--- src/rtl/chop_pkg.sv ---
package chop_pkg;
    typedef enum logic [2:0] {
        ST_IDLE  = 3'd0,
        ST_GAP   = 3'd1,
        ST_BLANK = 3'd2,
        ST_DRIVE = 3'd3,
        ST_OFF   = 3'd4
    } chop_state_t;

    // switch patterns {hi_a, lo_a, hi_b, lo_b}
    localparam logic [3:0] PAT_NONE = 4'b0000;
    localparam logic [3:0] PAT_FWD  = 4'b1001;
    localparam logic [3:0] PAT_REV  = 4'b0110;
    localparam logic [3:0] PAT_SLOW = 4'b0101;

    localparam logic [1:0] DK_SLOW = 2'b00;
    localparam logic [1:0] DK_FAST = 2'b01;
endpackage

--- src/rtl/chop_toff_sel.sv ---
module chop_toff_sel #(
    parameter int T_SHORT = 2500,
    parameter int T_MID   = 5000,
    parameter int T_LONG  = 7500,
    parameter int CW      = 13
) (
    input  logic [1:0]    sel,
    output logic [CW-1:0] off_cyc
);
    always_comb begin
        unique case (sel)
            2'b00:   off_cyc = CW'(T_MID);
            2'b01:   off_cyc = CW'(T_LONG);
            default: off_cyc = CW'(T_SHORT);
        endcase
    end
endmodule

--- src/rtl/chop_torque.sv ---
module chop_torque #(
    parameter int CODE_W = 8
) (
    input  logic              clk,
    input  logic              rst_n,
    input  logic [CODE_W-1:0] sine_code,
    input  logic [2:0]        torque,
    output logic [CODE_W-1:0] dac_code
);
    localparam int PW = CODE_W + 3;

    logic [PW-1:0] prod;

    always_comb begin
        prod = PW'(sine_code) * (PW'(torque) + PW'(1));
    end

    always_ff @(posedge clk) begin
        if (!rst_n) dac_code <= '0;
        else        dac_code <= prod[PW-1:3];
    end
endmodule

--- src/rtl/chop_fsm.sv ---
module chop_fsm
    import chop_pkg::*;
#(
    parameter int BLANK_CYC = 250,
    parameter int DEAD_CYC  = 50,
    parameter int CW        = 13
) (
    input  logic          clk,
    input  logic          rst_n,
    input  logic          run_en,
    input  logic          dir,
    input  logic          trip,
    input  logic [CW-1:0] off_cyc,
    input  logic [1:0]    decay_sel,
    output logic [3:0]    gate,
    output chop_state_t   state_o
);
    chop_state_t st;
    logic [CW-1:0] cnt;
    logic [CW-1:0] off_len;
    logic          to_off;
    logic          dir_q;
    logic [1:0]    mode_q;
    logic [CW-1:0] quarter;
    logic [3:0]    drv_pat;
    logic [3:0]    fast_pat;

    assign state_o = st;

    // state register with its timers
    always_ff @(posedge clk) begin
        if (!rst_n) begin
            st      <= ST_IDLE;
            cnt     <= '0;
            off_len <= '0;
            to_off  <= 1'b0;
            dir_q   <= 1'b0;
            mode_q  <= DK_SLOW;
        end else if (!run_en) begin
            st  <= ST_IDLE;
            cnt <= '0;
        end else begin
            unique case (st)
                ST_IDLE: begin
                    st     <= ST_GAP;
                    to_off <= 1'b0;
                    dir_q  <= dir;
                    cnt    <= '0;
                end
                ST_GAP: begin
                    if (cnt == CW'(DEAD_CYC - 1)) begin
                        cnt <= '0;
                        st  <= to_off ? ST_OFF : ST_BLANK;
                    end else begin
                        cnt <= cnt + CW'(1);
                    end
                end
                ST_BLANK: begin
                    if (cnt == CW'(BLANK_CYC - 1)) begin
                        cnt <= '0;
                        st  <= ST_DRIVE;
                    end else begin
                        cnt <= cnt + CW'(1);
                    end
                end
                ST_DRIVE: begin
                    if (trip) begin
                        st      <= ST_GAP;
                        to_off  <= 1'b1;
                        off_len <= off_cyc;
                        mode_q  <= decay_sel;
                        cnt     <= '0;
                    end
                end
                ST_OFF: begin
                    if (cnt == off_len - CW'(1)) begin
                        st     <= ST_GAP;
                        to_off <= 1'b0;
                        dir_q  <= dir;
                        cnt    <= '0;
                    end else begin
                        cnt <= cnt + CW'(1);
                    end
                end
                default: st <= ST_IDLE;
            endcase
        end
    end

    // switch pattern per state
    always_comb begin
        quarter  = off_len >> 2;
        drv_pat  = dir_q ? PAT_FWD : PAT_REV;
        fast_pat = dir_q ? PAT_REV : PAT_FWD;
        gate     = PAT_NONE;
        unique case (st)
            ST_IDLE, ST_GAP: gate = PAT_NONE;
            ST_BLANK, ST_DRIVE: gate = drv_pat;
            ST_OFF: begin
                if (mode_q == DK_SLOW)      gate = PAT_SLOW;
                else if (mode_q == DK_FAST) gate = fast_pat;
                else if (cnt < quarter)     gate = fast_pat;
                else if (cnt < quarter + CW'(DEAD_CYC)) gate = PAT_NONE;
                else                        gate = PAT_SLOW;
            end
            default: gate = PAT_NONE;
        endcase
    end
endmodule

--- src/rtl/chop_ctrl.sv ---
module chop_ctrl
    import chop_pkg::*;
#(
    parameter int CODE_W    = 8,
    parameter int T_SHORT   = 2500,
    parameter int T_MID     = 5000,
    parameter int T_LONG    = 7500,
    parameter int BLANK_CYC = 250,
    parameter int DEAD_CYC  = 50
) (
    input  logic              clk,
    input  logic              rst_n,
    input  logic              run_en,
    input  logic              dir,
    input  logic              trip,
    input  logic [1:0]        toff_sel,
    input  logic [1:0]        decay_sel,
    input  logic [CODE_W-1:0] sine_code,
    input  logic [2:0]        torque,
    output logic [3:0]        gate,
    output logic [CODE_W-1:0] dac_code
);
    localparam int CW = $clog2(T_LONG + BLANK_CYC + DEAD_CYC + 1);

    logic [CW-1:0] off_cyc;
    chop_state_t   st;

    chop_toff_sel #(
        .T_SHORT(T_SHORT), .T_MID(T_MID), .T_LONG(T_LONG), .CW(CW)
    ) toff_i (
        .sel     (toff_sel),
        .off_cyc (off_cyc)
    );

    chop_fsm #(
        .BLANK_CYC(BLANK_CYC), .DEAD_CYC(DEAD_CYC), .CW(CW)
    ) fsm_i (
        .clk       (clk),
        .rst_n     (rst_n),
        .run_en    (run_en),
        .dir       (dir),
        .trip      (trip),
        .off_cyc   (off_cyc),
        .decay_sel (decay_sel),
        .gate      (gate),
        .state_o   (st)
    );

    chop_torque #(.CODE_W(CODE_W)) torque_i (
        .clk       (clk),
        .rst_n     (rst_n),
        .sine_code (sine_code),
        .torque    (torque),
        .dac_code  (dac_code)
    );
endmodule

--- config.mk ---
export PLATFORM = sky130hd
export DESIGN_NAME = chop_ctrl
export DESIGN_NICKNAME = d
export VERILOG_FILES = /design/src/rtl/chop_pkg.sv /design/src/rtl/chop_toff_sel.sv /design/src/rtl/chop_torque.sv /design/src/rtl/chop_fsm.sv /design/src/rtl/chop_ctrl.sv
export SDC_FILE = /design/constraint.sdc
export NUM_CORES = 1
export LEC_CHECK = 0
export ABC_AREA = 1
export BUFFER_PORTS_ARGS = -buffer_cell sky130_fd_sc_hd__buf_2
export CELL_PAD_IN_SITES_DETAIL_PLACEMENT = 1
export CELL_PAD_IN_SITES_GLOBAL_PLACEMENT = 1
export CORE_AREA = 2 2 88 98
export CTS_CLUSTER_DIAMETER = 60
export CTS_CLUSTER_SIZE = 24
export DETAILED_ROUTE_END_ITERATION = 6
export DIE_AREA = 0 0 90 100
export PLACE_DENSITY = 0.8
export SYNTH_ARGS = -nofsm -noshare
export SYNTH_HDL_FRONTEND = slang
export SYNTH_SLANG_ARGS = --single-unit
--- constraint.sdc ---
create_clock -name clk -period 4.35 [get_ports clk]
set_input_delay 0.6525 -clock clk [delete_from_list [all_inputs] [get_ports clk]]
set_output_delay 0.6525 -clock clk [all_outputs]
set_load 0.05 [all_outputs]
==> flow_metrics.env, run 1 <==
export IMPL_syn_to_final_growth_pct=10.59
export IMPL_synth_commonest_cells="nand2_1 (104), inv_1 (90), nor2_1 (52)"
export IMPL_cpPeakStageDelay_ps=520
export IMPL_hold_viol_final=0
export IMPL_num_nets_final=601
export IMPL_crit_type="in -> reg"
export IMPL_drc=0
export IMPL_yosysSeqAreaShare_pct=20.15
export IMPL_cts_path_max_buffers=2
export IMPL_cts_tree="yes"
export IMPL_drt_iter0_markers=136
export IMPL_ff2ff_setup_slack_ps=1850
export IMPL_slowest_stage="fa_1"
export IMPL_arrival_ps=4140
export IMPL_ys_ff_latch=34
export IMPL_synth_cells=499
export IMPL_post_cts_setup_buffers=0
export IMPL_critPathTopFamily="adder cells"
export IMPL_power_density_mw_per_mm2=232.8
export IMPL_hp_class="reg -> reg"
export IMPL_cts_sinks=34
export IMPL_r2r_cells=15
export IMPL_ios=32
export IMPL_final_setup_tns_ps=0
export IMPL_grtUsageTotal_pct=21.16
export IMPL_yosysMostFrequentCell="nand2_1"
export IMPL_min_period_over_period_pct=89.61
export IMPL_r2r_end="fsm_i.cnt[6]"
export IMPL_yosysWarnings=0
export IMPL_first_global_vias=3363
export IMPL_setup_viol=0
export IMPL_coreArea_mm2=0.008145
export IMPL_whs_path_depth=2
export IMPL_ant_nets=0
export IMPL_dieArea_mm2=0.009000
export IMPL_crit_cells=21
export IMPL_drive_gt1_share_pct=12.97
export IMPL_cp_num_buf_inv=3
export IMPL_yosys_area_top_type="dfxtp_1"
export IMPL_cp_data_required_time_ps=4590
export IMPL_skew_ps=4.160
export IMPL_initial_core_util_pct=41.47
export IMPL_postCtsResizedCells=0
export IMPL_p_seq_share_pct=39.0
export IMPL_endpoint_kind="flop"
export IMPL_gp_congestion=0.8595
export IMPL_yosys_top_cells_area="dfxtp_1 (20%), ha_1 (14%), nand2_1 (12%), inv_1 (10%), fa_1 (7.1%)"
export IMPL_io_buffers=31
export IMPL_root_buffer="clkbuf_8"
export IMPL_p_sw_share_pct=37.97
export IMPL_slew_viol_final=0
export IMPL_cts_buffers_inserted=5
export IMPL_wl_per_cell_um=13.90
export IMPL_grt_pass1_wl_um=15670
export IMPL_max_freq_mhz=256.5
export IMPL_clkPwrFrac_pct=29.8
export IMPL_rsz0062_at_grt="false"
export IMPL_r2r_start="fsm_i.off_len[11]"
export IMPL_synth_top_cell_area_share_pct=20.15
export IMPL_power_switching_uw=330.3
export IMPL_leakage_uw=0.001962
export IMPL_cp_common_cell="nand2_1"
export IMPL_path_clk_slew_ps=70
export IMPL_syn_avg_cell_area_um2=6.770
export IMPL_dp_cells=635
export IMPL_grt_overflow=0
export IMPL_cap_violations=0
export IMPL_instances_no_fill=643
export IMPL_critPathMaxFanout=7
export IMPL_num_vias=3284
export IMPL_fillers=1113
export IMPL_ir_worst_vdd_mv=0.1870
export IMPL_antennaDiodeCount=0
export IMPL_place_area_mm2=0.003641
export IMPL_fp_dieH_um=100
export IMPL_via_per_inst=5.107
export IMPL_synthArstFlopShare_pct=0
export IMPL_status="completed"
export IMPL_placementRows=35
export IMPL_dp_hpwl_um=7206
export IMPL_slew_limit_headroom_pct=58.90
export IMPL_h_tree_depth=2
export IMPL_synth_edff_count=0
export IMPL_internal_power_uw=539.6
export IMPL_die_x_um=90
export IMPL_design_area_mm2=0.003736
export IMPL_synth_main_ff_cell="dfxtp_1"
export IMPL_fin_crit_ps=3898
export IMPL_routed_wirelength_um=8939
export IMPL_antenna_found_initial=0
export IMPL_cts_hold_buf=0
export IMPL_hold_slack_ps=484.0
export IMPL_synth_cell_types=36
export IMPL_whs_endpoint="fsm_i.mode_q[0]"
export IMPL_start_kind="input port"
export IMPL_grt_max_degree=16
export IMPL_syn_area_mm2=0.003378
export IMPL_tightest_slew_ps=614.9
export IMPL_combPwrFrac_pct=31.2
export IMPL_worstSkewPairLatency_ps=300
export IMPL_dr_pass1_iters=4
export IMPL_syn_nets=569
export IMPL_critical_path_cell_chain="buf_2 -> ha_1 -> or2_2 -> nand2_1 -> nor2_1 -> fa_1 -> inv_1 -> fa_1 -> inv_1 -> ha_1 -> a21oi_1 -> nand2_1 -> nand2_1 -> nand2_1 -> a21oi_1 -> nor2_1 -> nor2_1 -> o21bai_1 -> nand2_1 -> nand2_1 -> nor2_1"
export IMPL_min_from="fsm_i.mode_q[0]"
sequential cells by signal, summed over array words and instances, names as in the netlist:
signal / cells
fsm_i.dir_q: 1
torque_i.dac_code: 8
fsm_i.cnt: 13
fsm_i.off_len: 6
fsm_i.mode_q: 2
fsm_i.state_o: 3
fsm_i.to_off: 1
power by group through the flow:
stage / registers [uW] / logic [uW] / clock network, uW
2_1_floorplan: 401 / 149 / 0
3_3_place_gp: 346 / 263 / 0
3_5_place_dp: 346 / 274 / 0
4_1_cts: 340 / 275 / 262
5_1_grt: 341 / 308 / 274
6_report: 340 / 271 / 259
layer usage:
layer  vias to the layer above  GRT usage, %  share of wire [%]
li1                       1654             -                  -
met1                      1586         26.96                 47
met2                        39         38.17                 50
met3                         5         3.153                2.6
met4                         0         4.497               0.85
met5                         -             0                  0
how the worst max path moves through the flow:
stage / startpoint / end / slack [ps]
finish: torque[0] / torque_i.dac_code[7] / 450
global route: torque[0] / torque_i.dac_code[7] / 170
CTS: torque[0] / torque_i.dac_code[7] / 430
detailed placement: torque[0] / torque_i.dac_code[7] / 130
global placement: torque[0] / torque_i.dac_code[7] / 340
floorplan: torque[0] / torque_i.dac_code[7] / 630
kinds of logic (layout without fill, tap and decap cells):
| kind of cell | Yosys count | in the layout | synth area share, % |
|---|---|---|---|
| adder cells (fa/ha/maj) | 50 | 50 | 21.19 |
| buffers and inverters | 103 | 136 | 11.81 |
| AO/OA/AOI/OAI | 72 | 72 | 12.74 |
| flip-flops | 34 | 34 | 20.15 |
| XOR/XNOR | 18 | 18 | 4.667 |
| AND/OR/NAND/NOR | 222 | 222 | 29.44 |
metrics by stage:
stage               power [uW]  utilization [%]  setup slack [ps]
floorplan                550.5                -             634.5
global placement         609.3            44.70             340.3
detailed placement       620.3            44.70             128.0
CTS                      877.4            45.87             429.1
global route             923.7            45.87             172.6
finish                   869.9            45.87             451.7
worst reg2reg max path, stage by stage, from the launching register on:
cell	delay, ps
dfxtp_1	450
inv_1	90
buf_4	210
ha_1	290
inv_2	140
nand2_1	110
nand3_2	100
nand2_1	70
nand3_1	80
nand2_1	70
nor2_1	110
nand4_2	160
nand2_4	170
nand2_4	150
nand3_1	110
a21oi_1	60
cell usage in the layout (no fill, tap or decap), drive strengths merged, types with 4 or more instances in the layout:
master	instances
clkbuf	6
nand4	13
a21oi	40
or2	4
buf	32
a211oi	4
xnor2	4
inv	96
dfxtp	34
nor3	12
nand3	32
fa	12
nand2	106
nor2	55
xor2	14
o21ai	17
ha	38
layout make-up:
class,instances,area (um2),area share (%)
Tap cell,111,138.9,3.717
Clock buffer,6,82.58,2.210
Multi-Input combinational cell,362,2298,61.52
Inverter,96,360.3,9.645
Sequential cell,34,680.7,18.22
Clock inverter,2,12.51,0.3349
Timing Repair Buffer,32,162.7,4.354
Note: power is estimated with default switching activity, not from simulation.
==> inputs of run 2 (changes only) <==
--- a/config.mk
+++ b/config.mk
@@ -5,15 +5,15 @@
 export SDC_FILE = /design/constraint.sdc
 export NUM_CORES = 1
 export LEC_CHECK = 0
-export ABC_AREA = 1
+export ABC_AREA = 0
 export BUFFER_PORTS_ARGS = -buffer_cell sky130_fd_sc_hd__buf_2
 export CELL_PAD_IN_SITES_DETAIL_PLACEMENT = 1
 export CELL_PAD_IN_SITES_GLOBAL_PLACEMENT = 1
-export CORE_AREA = 2 2 88 98
+export CORE_AREA = 2 2 86 96
 export CTS_CLUSTER_DIAMETER = 60
 export CTS_CLUSTER_SIZE = 24
 export DETAILED_ROUTE_END_ITERATION = 6
-export DIE_AREA = 0 0 90 100
+export DIE_AREA = 0 0 88 98
 export PLACE_DENSITY = 0.8
 export SYNTH_ARGS = -nofsm -noshare
 export SYNTH_HDL_FRONTEND = slang
==> flow_metrics.env, run 2 <==
export IMPL_drive_gt1_share_pct=11.58
export IMPL_antennaDiodeCount=0
export IMPL_ir_worst_vdd_mv=0.1372
export IMPL_fp_dieH_um=98
export IMPL_post_route_util_pct=47.87
export IMPL_cp_data_required_time_ps=4540
export IMPL_synth_main_ff_cell="dfxtp_1"
export IMPL_skew_ps=15.87
export IMPL_synth_commonest_cells="ha_1 (38), nand2_1 (38), inv_1 (35)"
export IMPL_dp_hpwl_um=7334
export IMPL_cts_tree="yes"
export IMPL_arrival_ps=4260
export IMPL_syn_avg_cell_area_um2=7.871
export IMPL_first_global_vias=3313
export IMPL_r2r_start="fsm_i.off_len[3]"
export IMPL_die_x_um=88
export IMPL_h_tree_depth=2
export IMPL_instances_no_fill=557
export IMPL_fillers=959
export IMPL_ff2ff_setup_slack_ps=1160
export IMPL_r2r_end="fsm_i.cnt[11]"
export IMPL_syn_nets=497
export IMPL_critical_path_cell_chain="buf_2 -> ha_1 -> xor2_1 -> buf_4 -> and2_1 -> fa_1 -> inv_1 -> fa_1 -> inv_1 -> ha_1 -> a2111oi_0 -> o31ai_1 -> nand3_1 -> nand2b_1 -> a21oi_1 -> xnor2_1 -> and2_1"
export IMPL_slowest_stage="fa_1"
export IMPL_drc=0
export IMPL_dp_cells=549
export IMPL_endpoint_kind="flop"
export IMPL_grt_pass1_wl_um=15410
export IMPL_largestRegisters="fsm_i.cnt: 13 flops, torque_i.dac_code: 8 flops, fsm_i.off_len: 6 flops"
export IMPL_critPathMaxFanout=5
export IMPL_drt_iter0_markers=159
export IMPL_dr_pass1_iters=4
export IMPL_crit_type="in -> reg"
export IMPL_yosysWarnings=0
export IMPL_via_per_inst=5.544
export IMPL_dieArea_mm2=0.008624
export IMPL_grt_max_degree=23
export IMPL_cts_path_max_buffers=2
export IMPL_num_nets_final=518
export IMPL_critPathTopFamily="adder cells"
export IMPL_r2r_cells=10
export IMPL_regMostFlops="fsm_i.cnt"
export IMPL_gp_congestion=0.8076
export IMPL_post_cts_setup_buffers=0
export IMPL_antenna_found_initial=0
export IMPL_min_period_over_period_pct=93.46
export IMPL_cts_sinks=34
export IMPL_whs_path_depth=2
export IMPL_cap_violations=0
export IMPL_grt_overflow=0
export IMPL_grtUsageTotal_pct=22.58
export IMPL_hold_viol_final=0
export IMPL_path_clk_slew_ps=70
export IMPL_hp_class="reg -> reg"
export IMPL_synth_cells=427
export IMPL_final_cell_mix="nand2_1 (38), ha_1 (38), inv_1 (35)"
export IMPL_synth_edff_count=0
export IMPL_syn_to_final_growth_pct=9.680
export IMPL_setup_viol=0
export IMPL_ant_nets=0
export IMPL_fin_crit_ps=4066
export IMPL_yosys_top_cells_area="dfxtp_1 (20%), ha_1 (14%), fa_1 (7.1%), nand2_1 (4.2%), and2_1 (3.9%)"
export IMPL_slew_limit_headroom_pct=52.78
export IMPL_slew_viol_final=0
export IMPL_whs_endpoint="fsm_i.mode_q[0]"
export IMPL_power_density_mw_per_mm2=240.6
export IMPL_initial_core_util_pct=43.65
export IMPL_routed_wirelength_um=9140
export IMPL_min_from="fsm_i.mode_q[0]"
export IMPL_num_vias=3088
export IMPL_design_area_mm2=0.003686
export IMPL_tightest_slew_ps=708.4
export IMPL_max_freq_mhz=246.0
export IMPL_hold_slack_ps=495.4
export IMPL_cts_hold_buf=0
export IMPL_status="completed"
export IMPL_worstSkewPairLatency_ps=300
export IMPL_cts_buffers_inserted=5
export IMPL_final_setup_tns_ps=0
export IMPL_synthArstFlopShare_pct=0
export IMPL_ios=32
export IMPL_ys_ff_latch=34
export IMPL_synth_top_cell_area_share_pct=20.25
export IMPL_cp_num_buf_inv=4
export IMPL_start_kind="input port"
export IMPL_largest_reg_flops=13
export IMPL_root_buffer="clkbuf_8"
export IMPL_placementRows=34
export IMPL_syn_area_mm2=0.003361
export IMPL_postCtsResizedCells=0
export IMPL_yosysSeqAreaShare_pct=20.25
export IMPL_wl_per_cell_um=16.41
export IMPL_multiInputGateArea_mm2=0.002451
export IMPL_coreArea_mm2=0.007700
export IMPL_leakage_uw=0.001619
export IMPL_io_buffers=31
export IMPL_rsz0062_at_grt="false"
export IMPL_yosys_area_top_type="dfxtp_1"
export IMPL_seqCellArea_um2=680.7
export IMPL_cpPeakStageDelay_ps=530
export IMPL_synth_cell_types=54
export IMPL_place_area_mm2=0.003591
## run 2: cell types whose count changed after synthesis, sizes merged, moves of 9 or more
cell	change
inv	-61
a21oi	-19
nand3	-17
nand2	-68
nand2b	+14
nor2	-30
clkbuf	+13
nand4	-9
and2	+21
nor2b	+13
## run 2: area by class of cell
cell class                 instances  share of cell area [%]
clock buffer                       6                   2.240
timing repair buffer              36                   5.227
inverter                          35                   3.564
sequential                        34                   18.47
tap                              108                   3.666
multi-input combinational        336                   66.50
clock inverter                     2                  0.3394
## run 2: worst max-delay path by stage
stage	slack, ps	cells after the start	start	endpoint
2_1_floorplan	480	15	torque[0]	torque_i.dac_code[5]
3_3_place_gp	190	16	torque[0]	torque_i.dac_code[5]
3_5_place_dp	-80	17	torque[0]	torque_i.dac_code[6]
4_1_cts	220	17	torque[0]	torque_i.dac_code[6]
5_1_grt	70	17	torque[0]	torque_i.dac_code[6]
6_report	280	17	torque[0]	torque_i.dac_code[6]
## run 2: per-stage QoR
step | total power [uW] | worst slack (ps)
after global routing | 937.5 | 70.67
final | 886.7 | 284.3
after CTS | 895.4 | 223.5
after global placement | 628.0 | 195.0
after detailed placement | 643.4 | -84.64
after floorplan | 564.7 | 479.8
## run 2: kinds of logic after synthesis
family	synth area share [%]
and+or+nand+nor	27.59
adders and majority gates	21.30
xor gates and xnor gates	4.691
muxes	0.6329
AOI/OAI and AO/OA	18.73
buffers and inverters	6.813
DFF	20.25
## run 2: routing by layer
metal / global-route usage (%) / vias to the layer above / routed length [um]
met5: 0 / - / 0
met4: 6.509 / 0 / 159
met3: 2.536 / 13 / 142
met2: 44.23 / 37 / 5097
met1: 24.62 / 1520 / 3741
li1: - / 1518 / -
## run 2: where the power goes
group          total, uW  internal (uW)  switching (uW)
registers            339            330            8.46
clock network        253            127             125
logic                295            105             190
## run 2: worst register-to-register path, stage by stage (launching register included)
cell and delay [ps]:
dfxtp_1 310, buf_4 160, inv_1 120, ha_1 280, or3_1 330, a22oi_1 240, o2111ai_1 140, a2111o_1 500
a21bo_1 490, a21o_1 270, a32o_1 250
